`src/rtl/la_pkg.sv`:
```
`timescale 1ns/1ps
package la_pkg;
  typedef enum logic [1:0] {
    ST_IDLE = 2'd0,
    ST_PRE  = 2'd1,
    ST_POST = 2'd2,
    ST_DONE = 2'd3
  } cap_state_e;
endpackage

```
`src/rtl/la_trig_match.sv`:
```
`timescale 1ns/1ps
module la_trig_match #(
  parameter int W = 8
) (
  input  logic [W-1:0] sample_i,
  input  logic [W-1:0] pat_i,
  input  logic [W-1:0] en_i,
  output logic         hit_o
);
  logic [W-1:0] bit_ok;
  for (genvar i = 0; i < W; i++) begin : g_bit
    assign bit_ok[i] = ~en_i[i] | (sample_i[i] == pat_i[i]);
  end
  assign hit_o = &bit_ok;
endmodule

```
`src/rtl/la_addr_gen.sv`:
```
`timescale 1ns/1ps
module la_addr_gen #(
  parameter int AW = 15
) (
  input  logic          clk_i,
  input  logic          rst_ni,
  input  logic          clr_i,
  input  logic          load_i,
  input  logic [AW-1:0] load_val_i,
  input  logic          inc_i,
  output logic [AW-1:0] addr_o
);
  logic [AW-1:0] addr_q;

  // priority: clear, load, increment
  always_ff @(posedge clk_i or negedge rst_ni) begin
    if (!rst_ni)     addr_q <= '0;
    else if (clr_i)  addr_q <= '0;
    else if (load_i) addr_q <= load_val_i;
    else if (inc_i)  addr_q <= addr_q + 1'b1;
  end
  assign addr_o = addr_q;

  a_r5_wrap: assert property (@(posedge clk_i) disable iff (!rst_ni)
    (inc_i && !clr_i && !load_i && addr_q == '1) |=> addr_q == '0);
  a_r5_hold: assert property (@(posedge clk_i) disable iff (!rst_ni)
    (!inc_i && !clr_i && !load_i) |=> $stable(addr_q));
endmodule

```
`src/rtl/la_post_ctr.sv`:
```
`timescale 1ns/1ps
module la_post_ctr #(
  parameter int CW = 15
) (
  input  logic          clk_i,
  input  logic          rst_ni,
  input  logic          load_i,
  input  logic [CW-1:0] val_i,
  input  logic          dec_i,
  output logic          last_o
);
  logic [CW-1:0] cnt_q;

  always_ff @(posedge clk_i or negedge rst_ni) begin
    if (!rst_ni)     cnt_q <= '0;
    else if (load_i) cnt_q <= val_i;
    else if (dec_i)  cnt_q <= cnt_q - 1'b1;
  end
  assign last_o = (cnt_q == CW'(1));

  a_r7_no_underflow: assert property (@(posedge clk_i) disable iff (!rst_ni)
    (dec_i && !load_i) |-> cnt_q != '0);
endmodule

```
`src/rtl/la_capture.sv`:
```
`timescale 1ns/1ps
module la_capture
  import la_pkg::*;
#(
  parameter int DW = 8,
  parameter int AW = 15
) (
  input  logic          clk_i,
  input  logic          rst_ni,
  input  logic          arm_i,
  input  logic [DW-1:0] sample_i,
  input  logic [DW-1:0] trig_pat_i,
  input  logic [DW-1:0] trig_en_i,
  input  logic [AW-1:0] post_cnt_i,
  input  logic          rd_load_i,
  input  logic [AW-1:0] rd_addr_i,
  input  logic          rd_step_i,
  output logic [AW-1:0] sram_addr_o,
  output logic [DW-1:0] sram_wdata_o,
  output logic          sram_we_o,
  output logic          armed_o,
  output logic          triggered_o,
  output logic          done_o,
  output logic [AW-1:0] trig_addr_o
);
  cap_state_e    st_q, st_d;
  logic          hit, capture, fire, post_zero, last, arm_ok;
  logic          addr_inc, addr_load;
  logic [AW-1:0] addr, trig_addr_q;

  la_trig_match #(.W(DW)) u_match (
    .sample_i(sample_i), .pat_i(trig_pat_i), .en_i(trig_en_i), .hit_o(hit)
  );

  assign capture   = (st_q == ST_PRE) || (st_q == ST_POST);
  assign fire      = (st_q == ST_PRE) && hit;
  assign post_zero = (post_cnt_i == '0);
  assign arm_ok    = arm_i && !capture;

  always_comb begin
    st_d = st_q;
    unique case (st_q)
      ST_IDLE, ST_DONE: if (arm_i) st_d = ST_PRE;
      ST_PRE:           if (hit)   st_d = post_zero ? ST_DONE : ST_POST;
      ST_POST:          if (last)  st_d = ST_DONE;
      default:          st_d = ST_IDLE;
    endcase
  end

  always_ff @(posedge clk_i or negedge rst_ni) begin
    if (!rst_ni) st_q <= ST_IDLE;
    else         st_q <= st_d;
  end

  // address freezes on the last written sample
  assign addr_inc  = ((st_q == ST_PRE) && !(hit && post_zero)) ||
                     ((st_q == ST_POST) && !last) ||
                     (!capture && rd_step_i);
  assign addr_load = !capture && rd_load_i;

  la_addr_gen #(.AW(AW)) u_addr (
    .clk_i(clk_i), .rst_ni(rst_ni), .clr_i(arm_ok), .load_i(addr_load),
    .load_val_i(rd_addr_i), .inc_i(addr_inc), .addr_o(addr)
  );

  la_post_ctr #(.CW(AW)) u_post (
    .clk_i(clk_i), .rst_ni(rst_ni), .load_i(fire), .val_i(post_cnt_i),
    .dec_i(st_q == ST_POST), .last_o(last)
  );

  always_ff @(posedge clk_i or negedge rst_ni) begin
    if (!rst_ni)     trig_addr_q <= '0;
    else if (arm_ok) trig_addr_q <= '0;
    else if (fire)   trig_addr_q <= addr;
  end

  assign sram_addr_o  = addr;
  assign sram_wdata_o = sample_i;
  assign sram_we_o    = capture;
  assign armed_o      = capture;
  assign triggered_o  = (st_q == ST_POST) || (st_q == ST_DONE);
  assign done_o       = (st_q == ST_DONE);
  assign trig_addr_o  = trig_addr_q;

  a_r3_fire_needs_arm: assert property (@(posedge clk_i) disable iff (!rst_ni)
    $rose(triggered_o) |-> $past(armed_o && hit));
  a_r6_trig_addr: assert property (@(posedge clk_i) disable iff (!rst_ni)
    $rose(triggered_o) |-> trig_addr_o == $past(sram_addr_o));
  a_r7_freeze: assert property (@(posedge clk_i) disable iff (!rst_ni)
    (done_o && !arm_i && !rd_load_i && !rd_step_i) |=> $stable(sram_addr_o));
  a_r9_no_write_idle: assert property (@(posedge clk_i) disable iff (!rst_ni)
    !armed_o |-> !sram_we_o);
  a_r10_done_hold: assert property (@(posedge clk_i) disable iff (!rst_ni)
    (done_o && !arm_i) |=> (done_o && triggered_o));
  a_r4_flags_excl: assert property (@(posedge clk_i) disable iff (!rst_ni)
    !(done_o && armed_o));
endmodule

```
`config.mk`:
```
export PLATFORM = sky130hd
export DESIGN_NAME = la_capture
export DESIGN_NICKNAME = d
export VERILOG_FILES = /design/src/rtl/la_pkg.sv /design/src/rtl/la_trig_match.sv /design/src/rtl/la_addr_gen.sv /design/src/rtl/la_post_ctr.sv /design/src/rtl/la_capture.sv
export SDC_FILE = /design/constraint.sdc
export NUM_CORES = 1
export LEC_CHECK = 0
export ABC_AREA = 1
export BUFFER_PORTS_ARGS = -buffer_cell sky130_fd_sc_hd__buf_2
export CAP_MARGIN = 20
export CORE_MARGIN = 1.5
export CORE_UTILIZATION = 52
export CTS_CLUSTER_DIAMETER = 80
export DETAILED_ROUTE_END_ITERATION = 8
export PLACE_DENSITY = 0.81
export SLEW_MARGIN = 15
export SYNTH_ARGS = -nofsm -noshare
export SYNTH_HDL_FRONTEND = slang
export SYNTH_SLANG_ARGS = --single-unit
```
`constraint.sdc`:
```
create_clock -name clk_i -period 2.1 [get_ports clk_i]
set_input_delay 0.42 -clock clk_i [delete_from_list [all_inputs] [get_ports clk_i]]
set_output_delay 0.42 -clock clk_i [all_outputs]
set_load 0.02 [all_outputs]
```
[Word-level counts from Yosys, hierarchy flattened]
Index checks and enable logic that the tools add are counted.
Operators by class
  add/sub/neg operators: 2
  $mul: 0
  div/mod/pow operators: 0
  order comparisons: 0
  equality and inequality tests: 15
  shift-type cells: 0
  muxes and demuxes: 12
  bitwise operators: 16
  reductions and logical operators: 22
Operators by type and width (count)
  $mux W15: 7
  $add A15 B1 Y15 const B: 1
  $eq A15 B1 Y1 const B: 1
  $logic_not A15 Y1: 1
  $sub A15 B1 Y15 const B: 1
  $eq A1 B1 Y1: 8
  $not A1 Y1: 8
  $or A1 B1 Y1: 8
  $reduce_and A8 Y1: 1
  $logic_and A1 B1 Y1: 7
  $mux W2: 3
  $ne A2 B2 Y1 const B: 3
  $pmux W2 S3: 1
  $eq A2 B2 Y1 const B: 2
  $logic_or A1 B1 Y1: 4
  $reduce_bool A2 Y1: 2
  $logic_not A1 Y1: 3
  $reduce_and A3 Y1: 1
  $reduce_bool A3 Y1: 1
  $eq A2 B1 Y1 const B: 1
  $logic_not A2 Y1: 1
  $reduce_or A2 Y1: 1
  $mux W1: 1
Word-level totals
  bits in registers: 47
  latch bits: 0
  RAM bits: 0
  ROM bits: 0
  logic and storage cells: 71
  memories: 0

[Logic depth before layout (Yosys ltp)]
  depth in word-level cells: 11
  mapped depth: 12
  depth with buffers taken out: 11

[Hierarchy]
Synthesis repeated with hierarchy kept, for this count alone.
Second synthesis, totals
  cells, all modules: 465
  area, all modules: 3239.4 µm²
Modules (own cells, without submodules)
  la_addr_gen: instances 1, cells each 163, area an instance 1088.5 µm²
  la_post_ctr: instances 1, cells each 141, area an instance 1024.7 µm²
  la_capture: instances 1, cells each 119, area an instance 963.4 µm²
  la_trig_match: instances 1, cells each 42, area an instance 162.7 µm²

[Worst setup path after synthesis]
Ideal clock, no wire load.
  path type: register to output
  start point: reg st_q[0]
  end point: out triggered_o
  arrival: 1.225 ns
  data required time: 1.680 ns
  slack: 0.455 ns
  stages on the path, launching flop included: 5
  path through: dfrtp_1 inv_1 ha_1 clkbuf_1 or2_2
Between the ends
  longest elaborated chain between the ends: 2
  elaborated cells between the ends (all ways): 3
  classes of those cells: eq/ne (2); reduce/logical (1)
Ends and longest elaborated chain
  start: declaration: RTL line la_capture.sv:26  | cap_state_e st_q, st_d;
  start signal: assignment: RTL line la_capture.sv:52  | else st_q <= st_d;
  $eq A2 B2 Y1: RTL line la_capture.sv:81  | assign triggered_o = (st_q == ST_POST) || (st_q == ST_DONE);
  $logic_or A1 B1 Y1 (*): RTL line la_capture.sv:81
  end: declaration: RTL line la_capture.sv:22  | output logic triggered_o,
Every way passes the cells marked *; elsewhere a longest branch is shown, timed or not.

[Final worst setup path]
Ends and elaborated chain as after synthesis.

==> impl_metrics.ini <==
[status]
status = finished, final reports clean

[sta]
max_freq_ghz = 0.525
hold_viol_final = 0
final-setup-viol-count = 0
slew_violations = 0
final.min_clock_period_ns = 1.90
finClkSkew_ns = 0.0136
worstMarginPinSlew_ns = 0.594
rsz0062_at_grt = no
tns_ns = 0
fin_crit_sh_pct = 90.6
slew_headroom_pct = 60.4

[routing]
met2_length_um = 3930
drtAntennaViolNets = 0
vias = 3397
drt_first_iter_violations = 231
wl_um = 8220
maxUsedRoutingLayer = met4
wl_met3_um = 538
drtPass1Iterations = 5
wl_per_cell_um = 12.7
wl_met1_um = 3640
drc_errors = 0
viasPerCell = 5.25

[setup_path]
start_kind = flip-flop
reg2reg_depth = 7
path_cells = inv_1 > ha_1 > or2_2 > buf_2
crit_required_ns = 1.68
cp_num_buf_inv = 2
cp_top_family = flip-flops
crit_type = flip-flop to output port
max_stage_delay_ns = 0.40
worstSetupEndpointType = output port
arrival_ns = 1.48
cp_slowest_cell = dfrtp_1
r2r_start = u_addr.addr_o[0]
r2r-end = u_addr.addr_o[4]
rrSetupSlack_ns = 0.44
path_max_fanout = 4

[global_route]
grt-ovfl-total = 0
grt_max_degree = 48
grt_pass1_wl_um = 13400
antenna_found_initial = 0
grt_use_total_pct = 25.8
grt_pass1_vias = 3066

[clock_network]
post_cts_buffers = 0
cts-root-buf = clkbuf_8
clock_latency_ns = 0.31
cts_tree = built
cts_sinks = 47
numCtsBuffers = 5
h-tree-depth = 2
clock_path_buffers = 2
cts.clk_slew.worst_paths_ns = 0.09
cts-hold-fix-buffers = 0
cts_resized = 0

[power_and_ir_drop]
pwr-share-seq_pct = 30.4
p_leak_nw = 2.15
power_switching_mw = 2.49
ir_drop_mv = 0.829
p_per_area_nw_per_um2 = 1290
p_clk_share_pct = 13.9
p_int_mw = 2.52
swShare_pct = 49.7
p_comb_share_pct = 55.7

[finish]
layout_common_cells = 164 x nand2_1, 100 x buf_2, 61 x nand3_1, 51 x inv_1, 47 x dfrtp_1
finalNonFillerCells = 647
drive_above_1_share_pct = 25.3
final_area_sq_um = 3890
fillCellCount = 550
n_antenna_cell = 0
mostFrequentLayoutCell = nand2_1
post-route-util_pct = 65.4
syn_to_final_growth_pct = 20.2
fin_nets = 636

[yosys]
yosysWarnings = 0
avgSynthCellArea_sq_um = 6.82
synth_cell_types = 26
synth_seq_area_share_pct = 36.3
synth_largest_area_cell = dfrtp_1
synthDominantCellAreaShare_pct = 36.3
synth_seq_cells = 47
syn_inst = 475
syn_nets = 540
syn-cell-area_sq_um = 3240
synth_area_leaders = dfrtp_1 36%, nand2_1 19%, nand3_1 9.4%

[placement]
portBuffers = 100
placed_area_sq_um = 3780
hpwl_um = 6310
place_congestion = 0.920
dp_cells = 639

[floorplan]
row_count = 28
fp.dieH_um = 81.9
initial_core_util_pct = 54.4
die_x_um = 81.9
top_level_ports = 101
dieArea_sq_um = 6710
fp.coreArea_sq_um = 5960

[job]
drv_cap = 0

[hold_path]
min_path_type = primary input to asynchronous set/reset pin
cell type report:
cell class | count | area [sq um] | share of cell area [%]
clock buffers | 5 | 68.8 | 1.77
clock inverters | 3 | 47.5 | 1.22
inverters | 53 | 199 | 5.11
multi-input cells | 354 | 1730 | 44.5
flip-flops and latches | 47 | 1180 | 30.2
well taps | 75 | 93.8 | 2.41
repair buffers | 110 | 576 | 14.8
stage by stage:
step           power, mW  setup WS, ns  hold slack (ns)
6_report            5.01         0.197            0.190
5_1_grt             5.41         0.127            0.236
4_1_cts             5.01         0.179            0.224
3_5_place_dp        4.30         0.273            0.454
3_3_place_gp        4.20         0.331            0.449
2_1_floorplan       3.56         0.455            0.124
layer usage:
layer  up-vias  global-route usage (%)
met5         -                       0
met4         0                    9.32
met3        14                    3.11
met2       141                    42.3
met1      1558                    34.8
li1       1684                       -
power by group through the flow:
stage	Clock, mW	Combinational, mW	Sequential, mW
2_1_floorplan	0	1.97	1.59
3_3_place_gp	0	2.68	1.52
3_5_place_dp	0	2.77	1.53
4_1_cts	0.715	2.78	1.51
5_1_grt	0.744	3.11	1.56
6_report	0.698	2.79	1.52
logic make-up (layout without fill, tap and decap cells):
kind of cell	Yosys count	after routing	synth area share [%]
compound gates	33	33	5.41
xor+xnor	16	16	4.33
fa+ha+maj	6	6	2.32
buf+inv	74	171	10.2
flops	47	47	36.3
simple gates	299	299	41.4
flip-flops by register name, indices dropped and copies added, names as in the netlist:
register	count
st_q	2
trig_addr_o	15
u_addr.addr_o	15
u_post.cnt_q	15
worst max path at each step:
stage,depth (start not counted),endpoint,start
finish,4,triggered_o,st_q[0]
floorplan,4,triggered_o,st_q[0]
global placement,12,u_post.cnt_q[9],sample_i[6]
detailed placement,12,u_post.cnt_q[11],sample_i[6]
global route,4,triggered_o,st_q[0]
CTS,4,triggered_o,st_q[0]
cells in the mapped netlist:
cell        n
o21ai_1     6
xor2_1     12
nor2_1     43
a21boi_1    1
inv_1      51
nor3_1      1
inv_2       2
buf_6       1
o31ai_2     1
ha_1        6
nand2_4     3
buf_2       6
or2_2       3
o21ai_0    23
nor2_8      1
nor2_2      4
nand4_1     6
a21oi_1     2
nand3_2    10
nand2_1   164
dfrtp_1    47
clkbuf_1    4
nand2_2     3
nand3_1    61
buf_4      10
xnor2_1     4
Power figures use the tool's default switching activity.
